File: config.mk
export PLATFORM = sky130hd
export DESIGN_NAME = fetch_queue
export DESIGN_NICKNAME = d
export VERILOG_FILES = /design/src/rtl/fetch_queue_pkg.sv /design/src/rtl/fetch_queue_ctrl.sv /design/src/rtl/fetch_queue_dpath.sv /design/src/rtl/fetch_queue.sv
export SDC_FILE = /design/constraint.sdc
export NUM_CORES = 2
export LEC_CHECK = 0
export BUFFER_PORTS_ARGS = -buffer_cell sky130_fd_sc_hd__buf_2
export CAP_MARGIN = 20
export CORE_ASPECT_RATIO = 0.75
export CORE_MARGIN = 2
export CORE_UTILIZATION = 43
export DETAILED_ROUTE_END_ITERATION = 10
export GPL_ROUTABILITY_DRIVEN = 0
export PLACE_DENSITY = 0.61
export SYNTH_ARGS = -nofsm -noshare
export SYNTH_HDL_FRONTEND = slang
export SYNTH_HIERARCHICAL = 1
export SYNTH_SLANG_ARGS = --single-unit
File: constraint.sdc
create_clock -name clk -period 10.52 [get_ports clk]
set_input_delay 2.104 -clock clk [delete_from_list [all_inputs] [get_ports clk]]
set_output_delay 2.104 -clock clk [all_outputs]
set_load 0.03 [all_outputs]
File: src/rtl/fetch_queue_pkg.sv
package fetch_queue_pkg;

  // Which part of a line is appended to the queue
  typedef enum logic [1:0] {
    WR_FULL  = 2'd0,
    WR_UPPER = 2'd1,
    WR_LOWER = 2'd2
  } wrSel_e;

  typedef enum logic [1:0] {
    ST_IDLE = 2'd0,
    ST_RUN  = 2'd1,
    ST_WAIT = 2'd2
  } fetchState_e;

  // Strobes from control to datapath
  typedef struct packed {
    logic   flush;
    logic   wrEn;
    logic   wrFromReuse;
    wrSel_e wrSel;
    logic   capLine;
  } ctlStrobe_t;

endpackage

File: src/rtl/fetch_queue_ctrl.sv
module fetch_queue_ctrl
  import fetch_queue_pkg::*;
#(
  parameter int INSTR_W     = 32,
  parameter int LINE_INSTRS = 8,
  parameter int ADDR_W      = 32,
  parameter int CNT_W       = 16,
  parameter int LVL_W       = 5
) (
  input  logic              clk,
  input  logic              rstN,
  input  logic              startValid,
  input  logic [ADDR_W-1:0] startAddr,
  input  logic              reuseEn,
  input  logic [LVL_W-1:0]  fillLevel,
  input  logic              reuseHit,
  output logic              memReqValid,
  input  logic              memReqReady,
  output logic [ADDR_W-1:0] memReqAddr,
  input  logic              memRspValid,
  output logic [ADDR_W-1:0] needLine,
  output ctlStrobe_t        strobe,
  output logic [CNT_W-1:0]  readCount
);

  localparam int LINE_BYTES = LINE_INSTRS * INSTR_W / 8;
  localparam int HALF_BYTES = LINE_BYTES / 2;
  localparam int HALF_BIT   = $clog2(HALF_BYTES);
  localparam int BUF_DEPTH  = 2 * LINE_INSTRS;
  localparam int THRESH     = BUF_DEPTH - LINE_INSTRS;

  fetchState_e      state;
  logic [ADDR_W-1:0] fpAddr;     // current packet address, 16-byte aligned
  logic              half;       // second half of a misaligned packet pending
  logic              stale;      // outstanding response belongs to an old stream

  logic   misaligned;
  wrSel_e curSel;
  logic   roomOk;
  logic   takeReuse;
  logic   accept;
  logic   rspUse;

  assign misaligned = fpAddr[HALF_BIT];

  always_comb begin
    if (!misaligned) begin
      needLine = fpAddr;
      curSel   = WR_FULL;
    end else if (half) begin
      needLine = fpAddr + ADDR_W'(HALF_BYTES);
      curSel   = WR_LOWER;
    end else begin
      needLine = fpAddr - ADDR_W'(HALF_BYTES);
      curSel   = WR_UPPER;
    end
  end

  assign roomOk      = half || (fillLevel <= LVL_W'(THRESH));
  assign takeReuse   = (state == ST_RUN) && roomOk && misaligned && !half && reuseEn && reuseHit;
  assign memReqValid = (state == ST_RUN) && roomOk && !takeReuse;
  assign memReqAddr  = needLine;
  assign accept      = memReqValid && memReqReady;
  assign rspUse      = (state == ST_WAIT) && memRspValid && !stale;

  always_comb begin
    strobe.flush       = startValid;
    strobe.wrEn        = !startValid && (takeReuse || rspUse);
    strobe.wrFromReuse = takeReuse;
    strobe.wrSel       = curSel;
    strobe.capLine     = rspUse && !startValid;
  end

  always_ff @(posedge clk) begin
    if (!rstN) begin
      state     <= ST_IDLE;
      fpAddr    <= '0;
      half      <= 1'b0;
      stale     <= 1'b0;
      readCount <= '0;
    end else if (startValid) begin
      fpAddr    <= startAddr & ~ADDR_W'(HALF_BYTES - 1);
      half      <= 1'b0;
      readCount <= '0;
      if (accept || ((state == ST_WAIT) && !memRspValid)) begin
        state <= ST_WAIT;
        stale <= 1'b1;
      end else begin
        state <= ST_RUN;
        stale <= 1'b0;
      end
    end else begin
      case (state)
        ST_RUN: begin
          if (takeReuse) begin
            half <= 1'b1;
          end else if (accept) begin
            state     <= ST_WAIT;
            readCount <= readCount + CNT_W'(1);
          end
        end
        ST_WAIT: begin
          if (memRspValid) begin
            state <= ST_RUN;
            if (stale) begin
              stale <= 1'b0;
            end else if (curSel == WR_UPPER) begin
              half <= 1'b1;
            end else begin
              half   <= 1'b0;
              fpAddr <= fpAddr + ADDR_W'(LINE_BYTES);
            end
          end
        end
        default: ;
      endcase
    end
  end

endmodule

File: src/rtl/fetch_queue_dpath.sv
module fetch_queue_dpath
  import fetch_queue_pkg::*;
#(
  parameter int INSTR_W     = 32,
  parameter int LINE_INSTRS = 8,
  parameter int ADDR_W      = 32,
  parameter int LVL_W       = 5,
  parameter int POPC_W      = 4
) (
  input  logic                           clk,
  input  logic                           rstN,
  input  ctlStrobe_t                     strobe,
  input  logic [ADDR_W-1:0]              needLine,
  input  logic [LINE_INSTRS*INSTR_W-1:0] memRspData,
  input  logic                           popValid,
  input  logic [POPC_W-1:0]              popCount,
  output logic [LVL_W-1:0]               fillLevel,
  output logic                           reuseHit,
  output logic [LINE_INSTRS*INSTR_W-1:0] popData,
  output logic                           popStall
);

  localparam int LINE_W     = LINE_INSTRS * INSTR_W;
  localparam int HALF_W     = LINE_W / 2;
  localparam int HALF_INSTR = LINE_INSTRS / 2;
  localparam int BUF_DEPTH  = 2 * LINE_INSTRS;
  localparam int PTR_W      = $clog2(BUF_DEPTH);

  logic [INSTR_W-1:0] bufMem [BUF_DEPTH];
  logic [PTR_W-1:0]   head;
  logic [PTR_W-1:0]   tail;
  logic [LVL_W-1:0]   lvl;

  logic [LINE_W-1:0]  reuseLine;
  logic [ADDR_W-1:0]  reuseAddr;
  logic               reuseValid;

  logic [LINE_W-1:0]  srcLine;
  logic [LINE_W-1:0]  shifted;
  logic [INSTR_W-1:0] wrWords [LINE_INSTRS];
  logic [LVL_W-1:0]   wrCnt;
  logic               popFits;
  logic [LVL_W-1:0]   popTake;

  assign fillLevel = lvl;
  assign reuseHit  = reuseValid && (reuseAddr == needLine);

  // Source line and half selection
  assign srcLine = strobe.wrFromReuse ? reuseLine : memRspData;
  assign shifted = (strobe.wrSel == WR_UPPER) ? (srcLine >> HALF_W) : srcLine;

  always_comb begin
    if (!strobe.wrEn)                 wrCnt = '0;
    else if (strobe.wrSel == WR_FULL) wrCnt = LVL_W'(LINE_INSTRS);
    else                              wrCnt = LVL_W'(HALF_INSTR);
  end

  for (genvar j = 0; j < LINE_INSTRS; j++) begin : g_wrWord
    assign wrWords[j] = shifted[j*INSTR_W +: INSTR_W];
  end

  // Pop side
  assign popFits  = popValid && (popCount != '0)
                  && (popCount <= POPC_W'(LINE_INSTRS))
                  && (LVL_W'(popCount) <= lvl);
  assign popStall = popValid && (popCount != '0) && !popFits;
  assign popTake  = (popFits && !strobe.flush) ? LVL_W'(popCount) : '0;

  for (genvar i = 0; i < LINE_INSTRS; i++) begin : g_popSlot
    assign popData[i*INSTR_W +: INSTR_W] =
      (POPC_W'(i) < popCount) ? bufMem[head + PTR_W'(i)] : '0;
  end

  // Queue storage
  always_ff @(posedge clk) begin
    for (int j = 0; j < LINE_INSTRS; j++) begin
      if (LVL_W'(j) < wrCnt) begin
        bufMem[tail + PTR_W'(j)] <= wrWords[j];
      end
    end
  end

  always_ff @(posedge clk) begin
    if (!rstN) begin
      head <= '0;
      tail <= '0;
      lvl  <= '0;
    end else if (strobe.flush) begin
      head <= '0;
      tail <= '0;
      lvl  <= '0;
    end else begin
      head <= head + PTR_W'(popTake);
      tail <= tail + PTR_W'(wrCnt);
      lvl  <= lvl - popTake + wrCnt;
    end
  end

  // Retained line
  always_ff @(posedge clk) begin
    if (!rstN) begin
      reuseValid <= 1'b0;
      reuseAddr  <= '0;
      reuseLine  <= '0;
    end else if (strobe.flush) begin
      reuseValid <= 1'b0;
    end else if (strobe.capLine) begin
      reuseValid <= 1'b1;
      reuseAddr  <= needLine;
      reuseLine  <= memRspData;
    end
  end

endmodule

File: src/rtl/fetch_queue.sv
module fetch_queue
  import fetch_queue_pkg::*;
#(
  parameter  int INSTR_W     = 32,
  parameter  int LINE_INSTRS = 8,
  parameter  int ADDR_W      = 32,
  parameter  int CNT_W       = 16,
  localparam int LINE_W      = LINE_INSTRS * INSTR_W,
  localparam int POPC_W      = $clog2(LINE_INSTRS) + 1
) (
  input  logic              clk,
  input  logic              rstN,
  input  logic              startValid,
  input  logic [ADDR_W-1:0] startAddr,
  input  logic              reuseEn,
  output logic              memReqValid,
  input  logic              memReqReady,
  output logic [ADDR_W-1:0] memReqAddr,
  input  logic              memRspValid,
  input  logic [LINE_W-1:0] memRspData,
  input  logic              popValid,
  input  logic [POPC_W-1:0] popCount,
  output logic [LINE_W-1:0] popData,
  output logic              popStall,
  output logic [CNT_W-1:0]  readCount
);

  localparam int BUF_DEPTH = 2 * LINE_INSTRS;
  localparam int LVL_W     = $clog2(BUF_DEPTH) + 1;

  ctlStrobe_t        strobe;
  logic [LVL_W-1:0]  fillLevel;
  logic              reuseHit;
  logic [ADDR_W-1:0] needLine;

  fetch_queue_ctrl #(
    .INSTR_W(INSTR_W), .LINE_INSTRS(LINE_INSTRS), .ADDR_W(ADDR_W),
    .CNT_W(CNT_W), .LVL_W(LVL_W)
  ) ctrl_i (
    .clk(clk), .rstN(rstN), .startValid(startValid), .startAddr(startAddr),
    .reuseEn(reuseEn), .fillLevel(fillLevel), .reuseHit(reuseHit),
    .memReqValid(memReqValid), .memReqReady(memReqReady), .memReqAddr(memReqAddr),
    .memRspValid(memRspValid), .needLine(needLine), .strobe(strobe),
    .readCount(readCount)
  );

  fetch_queue_dpath #(
    .INSTR_W(INSTR_W), .LINE_INSTRS(LINE_INSTRS), .ADDR_W(ADDR_W),
    .LVL_W(LVL_W), .POPC_W(POPC_W)
  ) dpath_i (
    .clk(clk), .rstN(rstN), .strobe(strobe), .needLine(needLine),
    .memRspData(memRspData), .popValid(popValid), .popCount(popCount),
    .fillLevel(fillLevel), .reuseHit(reuseHit), .popData(popData),
    .popStall(popStall)
  );

endmodule

Word-level counts from Yosys, hierarchy flattened
Memory sizes are Yosys's and may differ from the RTL's. A register that Yosys moved wholly into a read port is not among the register bits. Index checks and enable logic that the tools add are counted.

Memories kept: 1. Word-level logic and storage cells: 166. RAM bits: 512. Register bits: 354.

Mux-type cells: 54. Bitwise gates (word level): 5. $lt $le $gt $ge: 19. Add/sub/neg operators: 22. Reductions and logical operators: 41. Equality and inequality tests: 12.

Memory list: dpath_i.bufMem (depth 16, bits a word 32, rd ports 8, clocked after memory_dff 1, wr ports 8, RTL line fetch_queue_dpath.sv:29) `logic [INSTR_W-1:0] bufMem [BUF_DEPTH];`.

Operator list (number): 256-bit two-way mux (2); 32-bit two-way mux (15); 32-bit by 5-bit adder with 32-bit output, second input constant (1); 32-bit by 6-bit adder with 32-bit output, second input constant (1); 4-bit by 3-bit adder with 4-bit output, second input constant (8); 32-bit == test (1); 32-bit by 5-bit subtractor with 32-bit output, second input constant (1); 1-bit two-way mux (24); 3-bit by 5-bit < comparator with 1-bit output, first input constant (4); 1-bit logical AND (18); 16-bit by 1-bit adder with 16-bit output, second input constant (1); 4-bit by 2-bit adder with 4-bit output, second input constant (4); 3-bit by 4-bit < comparator with 1-bit output, first input constant (4); 4-bit two-way mux (4); 4-bit AND reduction (4); 2-bit two-way mux (7); 1-bit by 5-bit < comparator with 1-bit output, first input constant (2); 2-bit by 5-bit < comparator with 1-bit output, first input constant (2); 4-bit by 1-bit adder with 4-bit output, second input constant (2); 4-bit adder (2); 1-bit by 4-bit < comparator with 1-bit output, first input constant (2); 2-bit by 4-bit < comparator with 1-bit output, first input constant (2); 2-bit inequality test, second input constant (4); 1-bit logical NOT (6); other kinds (21) (32).

Logic depth before layout (Yosys ltp)
Depth after elaboration: 14. Gate-level depth with buffers: 27.

Hierarchy
The synthesis kept the hierarchy.

By module, submodules not included: fetch_queue_dpath (times used 1, cells each 5119, sequential area each 21380.5 um^2, area an instance 58006.9 um^2); fetch_queue_ctrl (times used 1, cells each 538, sequential area each 960.9 um^2, area an instance 4236.6 um^2).

Worst setup path before layout
OpenSTA, ideal clock, no wires.

Kind: register to register. Start point: register ctrl_i.half. End point: memory dpath_i.bufMem[1][16] (data pin). Data arrival time: 9137 ps. Setup time: 160 ps. Required time: 10360 ps. Stages on the path, launching flop included: 26. Path slack: 1222 ps. Path through: dfxtp_1 inv_1 ha_1 a211o_1 a21oi_1 o31ai_1 o41ai_4 o21ai_1 a211oi_1 or3b_1 o21ai_0 buf_4 xor2_1 nor4_1 nand4_1 nor3_1 nand3_1 nor2_1 nor2_1 nor2_1 buf_2 or3b_1 o21ai_2 buf_1 nor2_1 nor2_1.

RTL lines: start: declaration (RTL line fetch_queue_ctrl.sv:34) `logic half;`; start signal: assignment (RTL line fetch_queue_ctrl.sv:78) `half <= 1'b0;`; start signal: assignment (RTL line fetch_queue_ctrl.sv:83) `half <= 1'b0;`; start signal: assignment (RTL line fetch_queue_ctrl.sv:96) `half <= 1'b1;`; end: declaration (RTL line fetch_queue_dpath.sv:29).

==> results.toml <==
[sta]
fin_tns_setup_ns = 0
slew_headroom_pct = 15.76
hold_violations = 0
period_needed_ns = 8.762
whs_ns = 0.4619
slew_violations = 0
rsz0062_at_grt = "no"
setup_viol = 0
worstMarginPinSlew_ns = 1.228
fin_skew_ns = 0.03562
period_share_pct = 83.29
max_freq_mhz = 114.1

[run]
drv_cap = 0

[clocking]
clockBufferDepth = 3
cts_tree = "built"
hold_buffers = 0
h-tree-depth = 3
cts_setup_buffers = 0
clk_latency_ns = 0.71
cts.repair.resized = 0
clock-sinks = 860
clk_pin_slew_ns = 0.06
cts_root_buf = "clkbuf_16"
cts_made_buffers = 96

[layout]
layout_common_cells = "nand2_1 (779), mux2i_1 (606), buf_2 (594), mux4_2 (531), edfxtp_1 (512)"
fin_nets = 6276
areaGrowthSynthToFinish_pct = 11.40
layout-drive-gt1-share_pct = 29.14
final_common_cell = "nand2_1"

[global_routing]
grt.overflow.total = 0
grt_usage_pct = 33.19
grt_max_degree = 232
antenna_found_initial = 99
grt_pass1_wl_um = 355400
grt_pass1_vias = 48615

[placed_design]
hpwlAfterDp_um = 180000
placement.io_buffers = 595

[drt]
antenna_left = 0
viasPerCell = 6.692
dr_total_vias = 53111
drt_iter0_markers = 7374
first_pass_iters = 6
finalWirelength_um = 254400
wl_per_cell_um = 32.05
post-route-drc-count = 0

[die]
ios = 605
core_region_area_um2 = 143200
die-area_um2 = 147800
rows = 120
floorplan.initialDensity_pct = 43.45
die_h_um = 333.5
fp.dieW_um = 443.3

[synth]
synth-async-reset-ratio_pct = 0
syn-mean-instance-area_um2 = 11.00
dominantRegCellSynth = "edfxtp_1"
synth_enable_flop_cells = 512
synth-seq-cells = 860
ys_types = 81
ys_warn_count = 6
yosysSeqAreaShare_pct = 35.89
syn-cell-area_um2 = 62240
netlist_instances = 5657

[worst_setup_path]
required_ns = 10.98
start_kind = "flip-flop"
path_common_cell = "nor2_1"
arrival_ns = 9.22
crit_chain = "inv_1 -> ha_1 -> a211o_1 -> a21oi_1 -> o31ai_1 -> o41ai_4 -> o21ai_1 -> a211oi_1 -> or3b_1 -> o21ai_0 -> xor2_1 -> nor4_1 -> nand4_1 -> nor3_1 -> nand3_1 -> nor2_4 -> nor2_1 -> nor2_1 -> and3_1 -> nand2_4 -> buf_4 -> o221a_2"
endpoint_kind = "flip-flop"
slowest_delay_ns = 0.94
crit_fanout = 51
crit_slowest_cell = "and3_1"
criticalPathCategory = "flip-flop to flip-flop"

[power_and_ir_drop]
powerDensity_nw_per_um2 = 123.1
ir_drop_uv = 129.3
leakage_nw = 24.55

[status]
status = "finished clean"

[worst_hold_path]
min_path_type = "flip-flop to flip-flop"
-- per-stage QoR --
stage          power (W)  cell area [um^2]  util [%]  instances  setup slack [ns]
2_1_floorplan   0.004590             62280         -       5666             1.222
3_3_place_gp    0.005073             66000     46.07       7707             2.101
6_report        0.008533             69340     48.41       7936             1.758
3_5_place_dp    0.005091             66010     46.09       7709             2.046
5_1_grt         0.008765             69300     48.38       7919             1.377
4_1_cts         0.008514             69170     48.29       7888             1.986
-- worst paths after layout --
kind / start / to / slack (ns) / cells past startpoint
worst max-delay path: ctrl_i/half$_SDFFE_PP0P_ / dpath_i/bufMem[1][26]$_DFFE_PP_ / 1.76 / 22
worst min-delay path: dpath_i/reuseLine[127]$_SDFFE_PN0P_ / dpath_i/reuseLine[127]$_SDFFE_PN0P_ / 0.46 / 2
worst min register to register: dpath_i/reuseLine[127]$_SDFFE_PN0P_ / dpath_i/reuseLine[127]$_SDFFE_PN0P_ / 0.46 / 2
worst max register to register: ctrl_i/half$_SDFFE_PP0P_ / dpath_i/bufMem[1][26]$_DFFE_PP_ / 1.76 / 22
-- cells in the mapped netlist, types with 22 or more instances --
library cell / instances / area [um^2]
xor2_1: 66 / 578.1
inv_1: 30 / 112.6
buf_6: 27 / 304.0
xnor2_1: 34 / 297.8
and2_1: 22 / 137.6
o221a_2: 48 / 540.5
a21oi_1: 52 / 260.3
nand2_1: 785 / 2947
nand3_1: 22 / 110.1
ha_1: 48 / 600.6
nor3_1: 42 / 210.2
o21ai_0: 172 / 860.8
edfxtp_1: 512 / 15370
buf_2: 159 / 795.8
mux4_2: 531 / 11960
clkbuf_1: 226 / 848.3
mux2_2: 237 / 2669
o22ai_1: 499 / 3122
dfxtp_1: 348 / 6967
a21boi_0: 290 / 2177
buf_4: 106 / 795.8
a221oi_1: 59 / 516.8
nor2_1: 504 / 1892
mux2i_1: 606 / 6066
-- cells by family after synthesis --
logic type / share of synthesized area [%]
fa+ha+maj: 1.094
other cells: 0.006025
compound gates: 12.88
flops: 35.89
mux: 34.03
simple gates: 9.707
buf+inv: 4.752
xor+xnor: 1.636
-- layer usage --
| metal | share of wire [%] | global-route usage (%) | wire length [um] |
|---|---|---|---|
| met2 | 37 | 41.81 | 94960 |
| met3 | 18 | 18.97 | 45740 |
| met1 | 39 | 45.16 | 99940 |
| met5 | 0.20 | 0.1620 | 506 |
| met4 | 5.2 | 14.89 | 13220 |
-- sequential cells by signal, indices dropped and copies added (netlist names), 2 cells and up --
register / cells
ctrl_i/readCount: 16
dpath_i/reuseAddr: 32
dpath_i/tail: 2
ctrl_i/fpAddr: 28
dpath_i/head: 4
dpath_i/reuseLine: 256
dpath_i/bufMem: 512
dpath_i/fillLevel: 5
ctrl_i/state: 2
-- area by class of cell --
class                      count  area [um^2]
sequential                   860        22350
antenna                       39        97.59
tap                         1891         2366
multi-input combinational   4234        37240
clock buffer                 121         2587
fill                       13014        73900
clock inverter                58        570.5
inverter                      32        125.1
timing repair buffer         701         4003
-- worst max-delay path, delay by kind of cell, from the launching register on --
family	cells	cell delay [ns]
flops	1	0.38
simple gates	10	3.90
compound gates	8	2.20
fa+ha+maj	1	0.42
xor+xnor	1	0.23
buf+inv	2	1.29
-- power breakdown --
part	internal (W)	total [W]	switching [W]
sequential	0.00361	0.00364	0.0000319
combinational	0.000478	0.00144	0.000961
clock	0.00197	0.00345	0.00148
total	0.00606	0.00853	0.00248
No activity file was read; power rests on OpenSTA's default activity.
